### config.mk
export PLATFORM = sky130hd
export DESIGN_NAME = sup_reset_ctrl
export DESIGN_NICKNAME = d
export VERILOG_FILES = /design/src/rtl/sup_pkg.sv /design/src/rtl/sup_sync.sv /design/src/rtl/sup_wdog.sv /design/src/rtl/sup_fsm.sv /design/src/rtl/sup_reset_ctrl.sv
export SDC_FILE = /design/constraint.sdc
export NUM_CORES = 1
export LEC_CHECK = 0
export ABC_AREA = 1
export BUFFER_PORTS_ARGS = -buffer_cell sky130_fd_sc_hd__buf_2
export CAP_MARGIN = 20
export CELL_PAD_IN_SITES_DETAIL_PLACEMENT = 0
export CELL_PAD_IN_SITES_GLOBAL_PLACEMENT = 1
export CORE_MARGIN = 5
export CORE_UTILIZATION = 42
export DETAILED_ROUTE_END_ITERATION = 8
export HOLD_SLACK_MARGIN = 0.05
export PLACE_DENSITY = 0.75
export SKIP_CTS_REPAIR_TIMING = 1
export SYNTH_ARGS = -nofsm -noshare
export SYNTH_HDL_FRONTEND = slang
export SYNTH_HIERARCHICAL = 1
export SYNTH_SLANG_ARGS = --single-unit
### constraint.sdc
create_clock -name clk -period 1.7 [get_ports clk]
set_input_delay 0.085 -clock clk [delete_from_list [all_inputs] [get_ports clk]]
set_output_delay 0.085 -clock clk [all_outputs]
set_load 0.03 [all_outputs]
### src/rtl/sup_pkg.sv
package sup_pkg;
    typedef enum logic [1:0] {
        ST_HOLD  = 2'd0,
        ST_DELAY = 2'd1,
        ST_RUN   = 2'd2,
        ST_WDRST = 2'd3
    } sup_state_e;
endpackage

### src/rtl/sup_sync.sv
module sup_sync #(
    parameter int              WIDTH   = 2,
    parameter logic [WIDTH-1:0] RST_VAL = '0
) (
    input  logic             clk,
    input  logic             arst_n,
    input  logic [WIDTH-1:0] d_async,
    output logic [WIDTH-1:0] q_sync
);
    for (genvar i = 0; i < WIDTH; i++) begin : g_bit
        logic stage1, stage2;
        always_ff @(posedge clk or negedge arst_n) begin
            if (!arst_n) begin
                stage1 <= RST_VAL[i];
                stage2 <= RST_VAL[i];
            end else begin
                stage1 <= d_async[i];
                stage2 <= stage1;
            end
        end
        assign q_sync[i] = stage2;
    end
endmodule

### src/rtl/sup_wdog.sv
module sup_wdog #(
    parameter int WDOG_TICKS = 200_000_000,
    localparam int CW = $clog2(WDOG_TICKS + 1)
) (
    input  logic clk,
    input  logic arst_n,
    input  logic run_i,
    input  logic kick_line_i,
    output logic timeout_o
);
    logic          line_q;
    logic          kick;
    logic [CW-1:0] cnt;

    always_ff @(posedge clk or negedge arst_n) begin
        if (!arst_n) line_q <= 1'b0;
        else         line_q <= kick_line_i;
    end

    assign kick      = line_q ^ kick_line_i;
    assign timeout_o = run_i && (cnt == CW'(WDOG_TICKS - 1));

    always_ff @(posedge clk or negedge arst_n) begin
        if (!arst_n)                          cnt <= '0;
        else if (!run_i || kick || timeout_o) cnt <= '0;
        else                                  cnt <= cnt + 1'b1;
    end

    // any change on the synchronized line restarts the count
    assert_kick_clears_R7: assert property (@(posedge clk) disable iff (!arst_n)
        kick |=> (cnt == '0));
    // counter stays cleared while reset is asserted
    assert_idle_clear_R9: assert property (@(posedge clk) disable iff (!arst_n)
        !run_i |=> (cnt == '0));
    assert_cnt_bound_R6: assert property (@(posedge clk) disable iff (!arst_n)
        cnt < CW'(WDOG_TICKS));
endmodule

### src/rtl/sup_fsm.sv
module sup_fsm
    import sup_pkg::*;
#(
    parameter int DELAY_TICKS = 25_000_000,
    localparam int DW = $clog2(DELAY_TICKS + 1)
) (
    input  logic clk,
    input  logic arst_n,
    input  logic supply_ok,
    input  logic mr_ok,
    input  logic wd_timeout,
    output logic wd_run,
    output logic rst_out_n
);
    sup_state_e    state, nxt;
    logic [DW-1:0] dly_cnt;
    logic          bad;
    logic          dly_done;

    assign bad      = !supply_ok || !mr_ok;
    assign dly_done = (dly_cnt == DW'(DELAY_TICKS - 1));

    always_comb begin
        nxt = state;
        unique case (state)
            ST_HOLD:  if (!bad) nxt = ST_DELAY;
            ST_DELAY: if (bad) nxt = ST_HOLD; else if (dly_done) nxt = ST_RUN;
            ST_RUN:   if (bad) nxt = ST_HOLD; else if (wd_timeout) nxt = ST_WDRST;
            ST_WDRST: if (bad) nxt = ST_HOLD; else if (dly_done) nxt = ST_RUN;
            default:  nxt = ST_HOLD;
        endcase
    end

    always_ff @(posedge clk or negedge arst_n) begin
        if (!arst_n) state <= ST_HOLD;
        else         state <= nxt;
    end

    always_ff @(posedge clk or negedge arst_n) begin
        if (!arst_n)                                     dly_cnt <= '0;
        else if (nxt != state)                           dly_cnt <= '0;
        else if (state == ST_DELAY || state == ST_WDRST) dly_cnt <= dly_cnt + 1'b1;
        else                                             dly_cnt <= '0;
    end

    always_comb begin
        wd_run    = (state == ST_RUN);
        rst_out_n = (state == ST_RUN) && !bad;
    end

    assert_supply_low_hold_R1: assert property (@(posedge clk) disable iff (!arst_n)
        !supply_ok |=> (state == ST_HOLD));
    // every release follows a full delay count
    assert_full_delay_R2: assert property (@(posedge clk) disable iff (!arst_n)
        $rose(state == ST_RUN) |-> ($past(dly_cnt) == DW'(DELAY_TICKS - 1)));
    assert_manual_hold_R4: assert property (@(posedge clk) disable iff (!arst_n)
        !mr_ok |=> (state == ST_HOLD));
    assert_wdog_trip_R6: assert property (@(posedge clk) disable iff (!arst_n)
        (state == ST_RUN && wd_timeout && !bad) |=> (state == ST_WDRST));
    assert_delay_bound_R3: assert property (@(posedge clk) disable iff (!arst_n)
        dly_cnt < DW'(DELAY_TICKS));
endmodule

### src/rtl/sup_reset_ctrl.sv
module sup_reset_ctrl #(
    parameter int DELAY_TICKS = 25_000_000,
    parameter int WDOG_TICKS  = 200_000_000
) (
    input  logic clk,
    input  logic arst_n,
    input  logic supply_ok,
    input  logic mr_n,
    input  logic wdi,
    output logic rst_out_n
);
    logic [1:0] synced;
    logic       wd_run;
    logic       wd_timeout;

    // bit 0: manual reset (idle 1), bit 1: kick line (idle 0)
    sup_sync #(.WIDTH(2), .RST_VAL(2'b01)) u_sync (
        .clk     (clk),
        .arst_n  (arst_n),
        .d_async ({wdi, mr_n}),
        .q_sync  (synced)
    );

    sup_wdog #(.WDOG_TICKS(WDOG_TICKS)) u_wdog (
        .clk         (clk),
        .arst_n      (arst_n),
        .run_i       (wd_run),
        .kick_line_i (synced[1]),
        .timeout_o   (wd_timeout)
    );

    sup_fsm #(.DELAY_TICKS(DELAY_TICKS)) u_fsm (
        .clk        (clk),
        .arst_n     (arst_n),
        .supply_ok  (supply_ok),
        .mr_ok      (synced[0]),
        .wd_timeout (wd_timeout),
        .wd_run     (wd_run),
        .rst_out_n  (rst_out_n)
    );
endmodule

==> results.txt <==
Status -> completed
Fin Setup TNS -> 0 ps
Number of violations reported at the end of detailed-routing iteration 0 -> 51
Maximum vdd drop -> 321 uV
Number of different library cells in the post-synthesis netlist -> 30
Number of sinks driven by the clock tree -> 60
Die Span Y -> 101 um
I/O pin count -> 6
Number of port buffers -> 5
Reported leakage power -> 1.68 nW
Startpoint kind of the worst setup timing path -> flip-flop
Number of antenna violations at the first check in global routing -> 0
Power Density -> 715 nW/um2
Setup repair after global routing missed its margin -> yes
Critical Path AT -> 1780 ps
Number of pins with negative max-slew slack in the final report -> 0
Highest-count cells in the layout ignoring fill and taps -> sky130_fd_sc_hd__nand2_1 (127), sky130_fd_sc_hd__nor2_1 (120), sky130_fd_sc_hd__dfrtp_1 (58)
Cell breakdown of the critical path -> nand2_1, nor2_1, nand2_1, nor2_1, nand2_1, nand2_2, inv_1, nor2_1, o21ai_0
Sequential fraction of the synthesis area -> 0.434
Mean Syn Cell Area -> 7.31 um2
Share of the cycle needed by the critical path after routing -> 0.928
Commonest non-fill, non-tap cell in the layout -> sky130_fd_sc_hd__nand2_1
Drt first pass iters -> 4
Instance area at placement -> 3720 um2
Total routed wirelength -> 8.00 mm
Overall routing resource usage -> 0.174
Finished layout cell area -> 4020 um2
Library cell used as clock root buffer -> sky130_fd_sc_hd__clkbuf_8
First-pass GRT wire length -> 13.9 mm
Leftover overflow at the end of global routing -> 0
Multi-input combinational cell area -> 1760 um2
Number of instances in the synthesized netlist -> 474
Final setup violation count -> 0
Final weighted congestion of routability-driven global placement -> 0.841
Required time at the worst-slack endpoint -> 1900 ps
Initial standard-cell utilization of the core -> 0.426
Worst Max-Slew Pin Slew -> 424 ps
Share of cells above drive strength 1 -> 0.133
Post-CTS clock slew at the launch and capture registers of the worst setup and hold paths -> 70 ps
Number of nets at the end of the flow -> 514
Pin count of the biggest net entering global routing -> 61
# H-tree levels -> 3
Synthesis-to-finish area growth -> 16.1%
CTS tree -> built
Post-place setup slack -> 91.2 ps
Core outline area -> 8130 um2
Post-Route Skew -> 11.5 ps
Max-cap viol count -> 0
Async SR Flop Fraction -> 1.00
Placed cell count -> 595
Peak per-stage delay on the critical path -> 380 ps
Rel. slew slack -> 0.717
Filler instances -> 814
Top FF cell, synth -> sky130_fd_sc_hd__dfrtp_1
Register bit total from synthesis -> 60
Worst min-delay path category -> input pin to async pin
Die Outline Area -> 10200 um2
Cell family with most CP delay -> simple AND/OR/NAND/NOR gates
Site row count -> 33
Wire per inst -> 13.0 um
Mean number of vias per cell -> 4.75
Detailed Place HPWL -> 6.00 mm
Number of buffers and inverters on the critical path -> 1
Number of buffers added by the clock tree synthesis step -> 9
Synth warn -> 6
Number of DRC violations after detailed routing -> 0
Maximum buffer depth of the clock tree -> 2
Number of nets still failing antenna checks after routing -> 0
Horizontal extent of the die -> 101 um
Later-pin clock latency in the skew report -> 330 ps
Endpoint kind of the worst setup timing path -> flip-flop
Via count of the first global-routing pass -> 2987
Post-synthesis net count -> 481
Critical Path Slowest Stage Cell -> sky130_fd_sc_hd__dfrtp_1
Worst Setup Slack, final -> 123 ps
Overall via count from detail_route -> 2924
Non-filler cells, final -> 615
Highest attainable clock frequency -> 0.634 GHz
Final critical path time including I/O delays and setup -> 1580 ps
Largest fanout on the critical path -> 6
Final hold violation count -> 0
WS Path Type -> flip-flop to flip-flop
Mapped cell area -> 3460 um2
Number of enable-type register cells in the synthesized netlist -> 0
Register cell area after layout -> 1500 um2
Count of inserted antenna diode cells -> 0
==> power breakdown <==
| part | internal [W] | switching (W) | total [W] |
|---|---|---|---|
| Combinational | 0.0000229 | 0.0000464 | 0.0000692 |
| Sequential | 0.00144 | 0.00000466 | 0.00144 |
| Clock | 0.000822 | 0.000545 | 0.00137 |
| Total | 0.00228 | 0.000596 | 0.00288 |
==> through the flow <==
stage / hold WS, ps / util / power [W]
final: 298 / 0.495 / 0.00288
after global routing: 320 / 0.495 / 0.00300
after CTS: -240 / 0.483 / 0.00293
after detailed placement: 126 / 0.457 / 0.00153
after global placement: 122 / 0.457 / 0.00153
after floorplan: -211 / - / 0.00149
==> routing by layer <==
metal  GRT usage  up-vias  wire length, um
met5           0        -                0
met4      0.0549        0               91
met3      0.0360        7              148
met2       0.323       21             4230
met1       0.198     1357             3530
li1            -     1539                -
==> cells in the mapped netlist, drive strengths merged, types with 4 or more instances <==
master	count	area share
nor2	134	0.16
nand2	133	0.15
dfrtp	58	0.42
inv	47	0.051
nand3	31	0.051
xor2	17	0.043
nand4	10	0.020
xnor2	7	0.018
a21oi	6	0.0087
buf	6	0.016
nor3	5	0.0072
o21ai	4	0.0069
o21bai	4	0.0087
==> sequential cells by signal (all words and copies together), names as in the netlist <==
signal,flops
u_wdog/cnt,28
u_sync/g_bit.stage1,2
u_wdog/line_q,1
u_fsm/dly_cnt,25
u_sync/g_bit.stage2,2
u_fsm/state,2
==> kinds of logic (layout without fill, tap and decap cells) <==
logic type,count (synthesis),in the layout,share of synthesized area
flops,60,60,0.434
buf+inv,53,89,0.0672
fa+ha+maj,2,2,0.00722
compound gates,17,17,0.0303
xor+xnor,24,24,0.0607
simple gates,318,318,0.401
==> final timing paths <==
path / end / slack (ps) / start / depth (start not counted)
worst max-delay path: u_fsm/state[0] / 120 / u_fsm/dly_cnt[19] / 9
worst min-delay path: u_fsm/dly_cnt[14] / 300 / arst_n / 3
worst max register to register: u_fsm/state[0] / 120 / u_fsm/dly_cnt[19] / 9
worst min register to register: u_sync/g_bit[0].stage2 / 360 / u_sync/g_bit[0].stage1 / 0
max in group asynchronous: u_sync/g_bit[0].stage1 / 1070 / arst_n / 3
min in group clk: u_sync/g_bit[0].stage2 / 360 / u_sync/g_bit[0].stage1 / 0
==> tightest hold or removal path, stage by stage <==
cell	delay (ps)
sky130_fd_sc_hd__dlygate4sd3_1	530
sky130_fd_sc_hd__buf_2	120
sky130_fd_sc_hd__buf_12	290
==> cell type report <==
type                    instances  share of cell area
clock buffers                  13              0.0445
inverters                      47              0.0438
well taps                     105              0.0326
repair buffers                 28              0.0609
clock inverters                 1             0.00746
flip-flops and latches         60               0.374
multi-input cells             361               0.437
No activity file was read; power rests on OpenSTA's default activity.
